==> src/rtl/sched_pkg.sv <==
package sched_pkg;
  localparam int NLVL  = 3;
  localparam int NSLOT = 7;

  // level code of a slot: even slots high, slot 3 low, others middle
  function automatic logic [1:0] slot_level(input logic [2:0] s);
    if (!s[0])        return 2'd3;
    else if (s == 3'd3) return 2'd1;
    else              return 2'd2;
  endfunction

  function automatic logic [2:0] slot_next(input logic [2:0] s);
    return (s == 3'(NSLOT - 1)) ? 3'd0 : s + 3'd1;
  endfunction

  // picks a level index (0 low .. 2 high) given wanted code and non-empty levels
  function automatic logic [1:0] pick_level(input logic [1:0] want_code,
                                            input logic [NLVL-1:0] has);
    logic [1:0] w;
    w = want_code - 2'd1;
    if (has[w])      return w;
    else if (has[2]) return 2'd2;
    else if (has[1]) return 2'd1;
    else             return 2'd0;
  endfunction
endpackage

==> src/rtl/sched_pend.sv <==
module sched_pend #(
  parameter int NCH = 16
) (
  input  logic           clk,
  input  logic           rst_n,
  input  logic [NCH-1:0] src_any,
  input  logic [NCH-1:0] enab,
  input  logic [NCH-1:0] clr,
  output logic [NCH-1:0] pend_q
);
  always_ff @(posedge clk) begin
    if (!rst_n) pend_q <= '0;
    else        pend_q <= (pend_q & ~clr) | (src_any & enab);
  end
endmodule

==> src/rtl/sched_slot.sv <==
module sched_slot
  import sched_pkg::*;
(
  input  logic       clk,
  input  logic       rst_n,
  input  logic       adv,
  output logic [2:0] slot_q,
  output logic [1:0] want_code
);
  always_ff @(posedge clk) begin
    if (!rst_n)   slot_q <= 3'd0;
    else if (adv) slot_q <= slot_next(slot_q);
  end

  assign want_code = slot_level(slot_q);
endmodule

==> src/rtl/sched_lvl_pick.sv <==
module sched_lvl_pick #(
  parameter int NCH = 16,
  parameter int CHW = $clog2(NCH)
) (
  input  logic           clk,
  input  logic           rst_n,
  input  logic [NCH-1:0] elig,
  input  logic           take,
  output logic           has_req,
  output logic [CHW-1:0] pick_ch
);
  logic [NCH-1:0] pass_q;
  logic [NCH-1:0] live;
  logic [NCH-1:0] cand;
  logic [NCH-1:0] pick_oh;
  logic           found;

  assign live    = pass_q & elig;
  assign cand    = (|live) ? live : elig;
  assign has_req = |elig;

  always_comb begin
    pick_oh = '0;
    pick_ch = '0;
    found   = 1'b0;
    for (int i = 0; i < NCH; i++) begin
      if (cand[i] && !found) begin
        pick_oh[i] = 1'b1;
        pick_ch    = CHW'(i);
        found      = 1'b1;
      end
    end
  end

  always_ff @(posedge clk) begin
    if (!rst_n)    pass_q <= '0;
    else if (take) pass_q <= cand & ~pick_oh;
  end
endmodule

==> src/rtl/svc_sched.sv <==
module svc_sched
  import sched_pkg::*;
#(
  parameter int NCH = 16,
  parameter int CHW = $clog2(NCH)
) (
  input  logic             clk,
  input  logic             rst_n,
  input  logic [NCH-1:0]   host_req,
  input  logic [NCH-1:0]   link_req,
  input  logic [NCH-1:0]   match_evt,
  input  logic [NCH-1:0]   capt_evt,
  input  logic [2*NCH-1:0] prio,
  input  logic             done,
  output logic             gnt_vld,
  output logic [CHW-1:0]   gnt_ch
);
  logic [NCH-1:0]  enab;
  logic [NCH-1:0]  src_any;
  logic [NCH-1:0]  pend_q;
  logic [NCH-1:0]  elig;
  logic [NCH-1:0]  clr;
  logic [NCH-1:0]  lvl_elig [NLVL];
  logic [NLVL-1:0] lvl_has;
  logic [NLVL-1:0] lvl_take;
  logic [CHW-1:0]  lvl_ch [NLVL];
  logic [2:0]      slot_q;
  logic [1:0]      want_code;
  logic [1:0]      sel_lvl;
  logic            issue_w;
  logic            finish_w;

  assign src_any = host_req | link_req | match_evt | capt_evt;

  always_comb begin
    for (int i = 0; i < NCH; i++) enab[i] = |prio[2*i +: 2];
  end

  assign elig = pend_q & enab;

  always_comb begin
    for (int l = 0; l < NLVL; l++) begin
      for (int i = 0; i < NCH; i++)
        lvl_elig[l][i] = pend_q[i] && (prio[2*i +: 2] == 2'(l + 1));
    end
  end

  assign issue_w  = !gnt_vld && (|elig);
  assign finish_w = gnt_vld && done;
  assign sel_lvl  = pick_level(want_code, lvl_has);

  always_comb begin
    clr = '0;
    if (finish_w) clr[gnt_ch] = 1'b1;
  end

  sched_pend #(.NCH(NCH)) u_pend (
    .clk(clk), .rst_n(rst_n), .src_any(src_any), .enab(enab),
    .clr(clr), .pend_q(pend_q)
  );

  sched_slot u_slot (
    .clk(clk), .rst_n(rst_n), .adv(issue_w),
    .slot_q(slot_q), .want_code(want_code)
  );

  for (genvar l = 0; l < NLVL; l++) begin : g_lvl
    assign lvl_take[l] = issue_w && (sel_lvl == 2'(l));
    sched_lvl_pick #(.NCH(NCH), .CHW(CHW)) u_pick (
      .clk(clk), .rst_n(rst_n), .elig(lvl_elig[l]), .take(lvl_take[l]),
      .has_req(lvl_has[l]), .pick_ch(lvl_ch[l])
    );
  end

  always_ff @(posedge clk) begin
    if (!rst_n) begin
      gnt_vld <= 1'b0;
      gnt_ch  <= '0;
    end else if (issue_w) begin
      gnt_vld <= 1'b1;
      gnt_ch  <= lvl_ch[sel_lvl];
    end else if (finish_w) begin
      gnt_vld <= 1'b0;
    end
  end
endmodule

==> config.mk <==
export PLATFORM = sky130hd
export DESIGN_NAME = svc_sched
export DESIGN_NICKNAME = d
export VERILOG_FILES = /design/src/rtl/sched_pkg.sv /design/src/rtl/sched_pend.sv /design/src/rtl/sched_slot.sv /design/src/rtl/sched_lvl_pick.sv /design/src/rtl/svc_sched.sv
export SDC_FILE = /design/constraint.sdc
export NUM_CORES = 1
export LEC_CHECK = 0
export ABC_CLOCK_PERIOD_IN_PS = 3300
export CORE_UTILIZATION = 40
export CTS_BUF_LIST = sky130_fd_sc_hd__clkbuf_4 sky130_fd_sc_hd__clkbuf_8
export DETAILED_ROUTE_END_ITERATION = 10
export PLACE_DENSITY = 0.67
export RECOVER_POWER = 50
export SKIP_CTS_REPAIR_TIMING = 1
export SKIP_LAST_GASP = 1
export SLEW_MARGIN = 10
export SYNTH_ARGS = -nofsm -noshare
export SYNTH_HDL_FRONTEND = slang
export SYNTH_SLANG_ARGS = --single-unit
==> constraint.sdc <==
create_clock -name clk -period 3.3 [get_ports clk]
set_input_delay 0.33 -clock clk [delete_from_list [all_inputs] [get_ports clk]]
set_output_delay 0.33 -clock clk [all_outputs]
set_load 0.005 [all_outputs]
==> metrics.md, run 1 <==
| Metric | Value |
|---|---|
| CTS root buffer | clkbuf_8 |
| Sequential fraction of the synthesis area | 0.263 |
| Die height | 117 µm |
| Slew headroom | 0.433 |
| Synthesized instance count | 693 |
| Vias in the first global route | 6692 |
| Final Hold Vio Count | 0 |
| Die ar. | 13600 µm² |
| Critical path required time | 3620 ps |
| Hold Path Class | reg2reg |
| Mean Syn Cell Area | 7.58 µm² |
| Post-synthesis async set-or-reset flop share | 0 |
| Port buffer count | 103 |
| Nets | 1063 |
| Post-synth EDFFs | 0 |
| Routability Congestion | 1.07 |
| Worst hold start | gnt_vld |
| Worst Path Arrival | 3630 ps |
| Average wire per standard cell | 21.6 µm |
| Final setup vio count | 1 |
| Drt total wl | 24600 µm |
| Switching power | 0.948 mW |
| Most common cell after layout, fill and taps aside | buf_4 |
| Commonest non-fill, non-tap cells in the layout | 178 x buf_4, 95 x clkdlybuf4s50_1, 79 x o21ai_0 |
| Crit path cell chain | clkdlybuf4s50_1 > nand4b_1 > nand2_1 > or3b_1 > o21bai_1 > a222oi_1 > buf_4 > and4_1 > nand2_1 > nor3_1 > buf_4 > o31a_1 |
| Initial antenna violation count | 0 |
| Max FO, Critical Path | 11 |
| Global-route usage over all layers | 0.371 |
| WP buf/inv | 3 |
| Gate power share | 0.386 |
| Yosys top cell by area | dfxtp_1 |
| Post-route clock period utilization | 1.00 |
| Drt via density | 6.17 |
| Pwr dens | 337 nW/µm² |
| RR Endpoint | gnt_ch[0] |
| P_leak | 3.28 nW |
| Antenna cell count | 0 |
| Yosys reg bits | 69 |
| # IOs | 104 |
| Post-synthesis cell area | 5260 µm² |
| Slowest CP cell | clkdlybuf4s50_1 |
| Clock Path Buffers | 2 |
| Die X | 117 µm |
| Warnings, synthesis | 0 |
| Via count | 7023 |
| Antenna Nets Post-Route | 0 |
| Final min period | 3320 ps |
| RSZ-0062 raised after global routing | no |
| Sequential share of power | 0.371 |
| Failing checks | setup timing |
| CTS tree | done |
| Gr ovfl total | 0 |
| First-pass GRT wire length | 37000 µm |
| Drt pass-1 iters | 6 |
| Starting DRT DRC Count | 694 |
| Post-Place Cells | 1124 |
| Synth area leaders | dfxtp_1 26%, o21ai_0 7.5%, nand2_1 4.7%, nand4b_1 3.5%, and3b_1 3.2% |
| CP peak stage delay | 590 ps |
| Slew Viols, Final | 0 |
| Number of remaining DRC errors | 0 |
| Worst R2R Setup Slack | 130 ps |
| Setup Skew | 8.18 ps |
| Hold EP | gnt_vld |
| Top FF cell, synth | dfxtp_1 |
| H-tree depth | 3 |
| Status | complete, but fails checks |
| Clock power frac | 0.243 |
| Max Fclk | 302 MHz |
| Max Cap Violations | 0 |
| Reg-to-reg startpoint | u_pend.pend_q[11] |
| Yosys cell types | 73 |
| Rows | 41 |
| Fraction of layout cells with a size suffix above 1 | 0.237 |
| Fin util | 0.624 |
| Cell Int Power | 1.73 mW |
| P&R area growth vs syn | 51.1% |
| Clk slew on worst S/H paths | 70 ps |
| Cell family with most CP delay | simple AND/OR/NAND/NOR gates |
| Pin count of the biggest net entering global routing | 49 |
| Worst slew pin tran | 851 ps |
| Finished Layout Cells | 1139 |
| Yosys top cell area share | 0.263 |
| Core Region | 12700 µm² |
| Syn_nets | 793 |
| Clock sinks | 69 |
| Max IR drop VDD | 0.000240 V |
| Setup ws final | -15.5 ps |
| Initial Util | 0.413 |
| Type of the worst setup path | in2reg |
| CTS Buf Count | 9 |
| Switching Share | 0.354 |
| Critical Path End Type | register |
| Post-DP HPWL | 19700 µm |
| Hold Path Depth | 2 |
| Clock Latency Late Sink | 370 ps |
| CP startpoint kind | primary input |
| R2R cell count | 11 |
## worst reg2reg max path, delay by kind of cell (launching register included)
family	cells	cell delay (ps)
simple gates	6	1440
compound gates	3	780
flops	1	520
buf+inv	2	400
## power groups by stage
| stage | clock [mW] | sequential (mW) | combinational (mW) |
|---|---|---|---|
| global placement | 0 | 1.00 | 0.987 |
| CTS | 0.659 | 0.984 | 1.01 |
| detailed placement | 0 | 1.00 | 1.00 |
| global route | 0.696 | 0.995 | 1.10 |
| finish | 0.650 | 0.992 | 1.03 |
| floorplan | 0 | 0.958 | 0.456 |
## Yosys cell counts, drive strengths merged (13+ instances only)
library cell / n
clkbuf: 16
o21ai: 93
inv: 17
nor2: 37
and3: 19
and2: 13
a21boi: 22
dfxtp: 69
nand3: 22
or4: 23
a21oi: 32
nand2: 66
nand4b: 21
and3b: 19
nand4: 27
nor2b: 16
o21bai: 16
## flip-flops by register name, indices dropped and copies added (netlist names)
name and cells:
g_lvl.u_pick.pass_q 45, u_pend.pend_q 16, gnt_ch 4, u_slot.slot_q 3, gnt_vld 1
## routing by layer
layer | share of wire | track usage | vias up | wire (µm)
met3 | 0.081 | 0.0810 | 70 | 1990
li1 | - | - | 3266 | -
met5 | 0 | 0 | - | 0
met4 | 0.048 | 0.187 | 0 | 1180
met1 | 0.41 | 0.453 | 3319 | 10000
met2 | 0.46 | 0.613 | 368 | 11400
## per-stage QoR
| stage | setup slack (ps) | area [µm²] | setup TNS, ps | power, mW | hold slack [ps] |
|---|---|---|---|---|---|
| 2_1_floorplan | 645 | 5260 | 0 | 1.41 | 441 |
| 3_3_place_gp | -578 | 7740 | -927 | 1.99 | 479 |
| 3_5_place_dp | -599 | 7740 | -1940 | 2.01 | 480 |
| 4_1_cts | -224 | 7910 | -224 | 2.65 | 491 |
| 5_1_grt | 36.4 | 7940 | 0 | 2.80 | 508 |
| 6_report | -15.5 | 7940 | -15.5 | 2.68 | 491 |
## area by class of cell
class                           instances  area [µm²]
Timing Repair Buffer                  285        2380
Fill cell                            1218        4780
Multi-Input combinational cell        580        3730
Tap cell                              172         215
Inverter                               18        67.6
Clock inverter                          2        10.0
Clock buffer                           13         160
Sequential cell                        69        1380
## how the worst max path moves through the flow
stage	start	end	cells after the start
2_1_floorplan	u_pend.pend_q[1]	gnt_ch[0]	10
3_3_place_gp	prio[3]	gnt_ch[0]	12
3_5_place_dp	prio[3]	gnt_ch[0]	13
4_1_cts	prio[3]	gnt_ch[0]	13
5_1_grt	prio[3]	gnt_ch[0]	11
6_report	prio[22]	gnt_ch[0]	12
## cell families (layout without fill, tap and decap cells)
| family | Yosys count | in the layout | share of synthesized area |
|---|---|---|---|
| AO/OA/AOI/OAI | 257 | 257 | 0.329 |
| buffers and inverters | 44 | 318 | 0.0364 |
| multiplexers | 3 | 3 | 0.00595 |
| AND/OR/NAND/NOR | 319 | 319 | 0.364 |
| adder cells (fa/ha/maj) | 1 | 1 | 0.00238 |
| flip-flops | 69 | 69 | 0.263 |
(Power assumes the default switching activity.)
==> inputs of run 2 (changes only) <==
- CORE_MARGIN: default -> 5
==> run 2 against run 1 <==
Compared with the run above:
- largest cell class unchanged
- largest power group unchanged
- hold slack improved by 4.0 ps
- the run ends with capacitance limit, slew limit left
- critical path depth fell by 1
- highest routed layer unchanged
- power rose by 9.8%
==> metrics.md, run 2 (synthesis gave the netlist of run 1 again) <==
| Metric | Value |
|---|---|
| Status | complete, but fails checks |
| CP startpoint kind | primary input |
| WP buf/inv | 2 |
| P_leak | 3.31 nW |
| Port buffer count | 103 |
| Finished Layout Cells | 1133 |
| Pwr dens | 368 nW/µm² |
| CTS Buf Count | 9 |
| Cell family with most CP delay | compound AO/OA/AOI/OAI gates |
| Final Hold Vio Count | 0 |
| Worst R2R Setup Slack | 220 ps |
| Slew Viols, Final | 50 |
| Vias in the first global route | 6924 |
| Average wire per standard cell | 21.9 µm |
| Crit path cell chain | clkdlybuf4s50_1 > nand4_1 > o2111ai_2 > buf_4 > o41ai_2 > a22oi_1 > and2_1 > and4_1 > nor4_2 > o22ai_2 > o31a_1 |
| CTS tree | done |
| Initial antenna violation count | 0 |
| Routability Congestion | 1.05 |
| Worst Path Arrival | 3490 ps |
| Fraction of layout cells with a size suffix above 1 | 0.233 |
| Flip-flop count of the largest register after layout | 45 |
| Via count | 7085 |
| Type of the worst setup path | in2reg |
| Max FO, Critical Path | 6 |
| Drt pass-1 iters | 5 |
| R2R cell count | 12 |
| RR Endpoint | gnt_ch[1] |
| Reg-to-reg startpoint | u_pend.pend_q[11] |
| Failing checks | capacitance limit, slew limit |
| Post-route clock period utilization | 0.975 |
| Clock Path Buffers | 2 |
| RSZ-0062 raised after global routing | yes |
| Hold Path Class | in2reg |
| Core Region | 12800 µm² |
| Slowest CP cell | clkdlybuf4s50_1 |
| Worst hold start | prio[22] |
| Critical path required time | 3570 ps |
| Rows | 41 |
| Most common cell after layout, fill and taps aside | buf_4 |
| Max IR drop VDD | 0.000251 V |
| Final min period | 3220 ps |
| Max Fclk | 311 MHz |
| Drt via density | 6.25 |
| H-tree depth | 3 |
| Antenna Nets Post-Route | 0 |
| Top Registers | g_lvl.u_pick.pass_q: 45 flops, u_pend.pend_q: 16 flops, gnt_ch: 4 flops |
| Clock Latency Late Sink | 380 ps |
| Critical Path End Type | register |
| Post-Place Setup Slack | -412 ps |
| Filler cells | 1166 |
| Nets | 1056 |
| Post-DP HPWL | 20000 µm |
| Die height | 125 µm |
| TNS Setup | 0 ps |
| CTS root buffer | clkbuf_8 |
| Final setup vio count | 0 |
| Die ar. | 15500 µm² |
| Setup ws final | 81.3 ps |
| Setup Skew | 10.6 ps |
| Hold Path Depth | 3 |
| Clock sinks | 69 |
| Hold WS | 495 ps |
| Post-Place Cells | 1116 |
| Gr ovfl total | 0 |
| Hold EP | u_pend.pend_q[11] |
| Max Cap Violations | 1 |
| Crit. path cell count | 11 |
| Drt total wl | 24900 µm |
| Global-route usage over all layers | 0.313 |
| Initial Util | 0.411 |
| Biggest register | g_lvl.u_pick.pass_q |
| Clk slew on worst S/H paths | 80 ps |
| Starting DRT DRC Count | 936 |
| # IOs | 104 |
| First-pass GRT wire length | 38300 µm |
| CP peak stage delay | 610 ps |
| Commonest non-fill, non-tap cells in the layout | 171 x buf_4, 95 x clkdlybuf4s50_1, 78 x o21ai_0 |
| Slew headroom | -0.530 |
| P&R area growth vs syn | 51.8% |
| Pin count of the biggest net entering global routing | 50 |
| Worst slew pin tran | 2290 ps |
| Die X | 125 µm |
| Number of remaining DRC errors | 0 |
| Antenna cell count | 0 |
## run 2: changes by cell type in the layout (fill, tap and decap cells not counted), moves of 2 or more
cell | previous run | this run
and2_0 | 2 | 0
and2_1 | 11 | 13
buf_4 | 178 | 171
bufinv_16 | 0 | 3
clkbuf_4 | 4 | 2
clkinv_2 | 2 | 0
clkinv_4 | 0 | 2
dlygate4sd3_1 | 7 | 5
dlymetal6s2s_1 | 0 | 2
## run 2: tightest hold or removal path, stage by stage
cell and delay, ps:
dlymetal6s2s_1 230, o21ai_0 190, a21boi_0 70
## run 2: per-layer routing
metal,GRT usage,share of wire,vias to the layer above,routed length (µm)
li1,-,-,3252,-
met1,0.380,0.39,3361,9640
met2,0.529,0.48,390,12000
met3,0.0682,0.084,82,2100
met4,0.140,0.045,0,1130
met5,0,0,-,0
## run 2: cell type report
cell class / count / area (µm²) / area share
Sequential cell: 69 / 1380 / 0.173
Multi-Input combinational cell: 580 / 3710 / 0.465
Tap cell: 172 / 215 / 0.0270
Clock inverter: 5 / 108 / 0.0135
Clock buffer: 11 / 145 / 0.0182
Inverter: 18 / 67.6 / 0.00847
Timing Repair Buffer: 278 / 2350 / 0.294
## run 2: how the worst max path moves through the flow
stage	start	slack (ps)	end
2_1_floorplan	u_pend.pend_q[1]	650	gnt_ch[0]
3_3_place_gp	prio[29]	-380	gnt_ch[0]
3_5_place_dp	prio[29]	-410	gnt_ch[0]
4_1_cts	prio[3]	-2	gnt_ch[0]
5_1_grt	prio[6]	-4	gnt_ch[0]
6_report	prio[28]	80	gnt_ch[0]
## run 2: report_power, final
| part | total (mW) | internal, mW | switching (mW) |
|---|---|---|---|
| registers | 0.985 | 0.892 | 0.0926 |
| clock network | 0.915 | 0.534 | 0.381 |
| logic | 1.04 | 0.530 | 0.509 |
| total | 2.94 | 1.96 | 0.982 |
## run 2: stage by stage
step                      instance area (µm²)   util  power, mW
final                                    7980  0.625       2.94
after global routing                     7980  0.625       3.07
after CTS                                7950  0.622       2.91
after detailed placement                 7690  0.602       2.01
after global placement                   7690  0.602       1.99
after floorplan                          5260      -       1.41
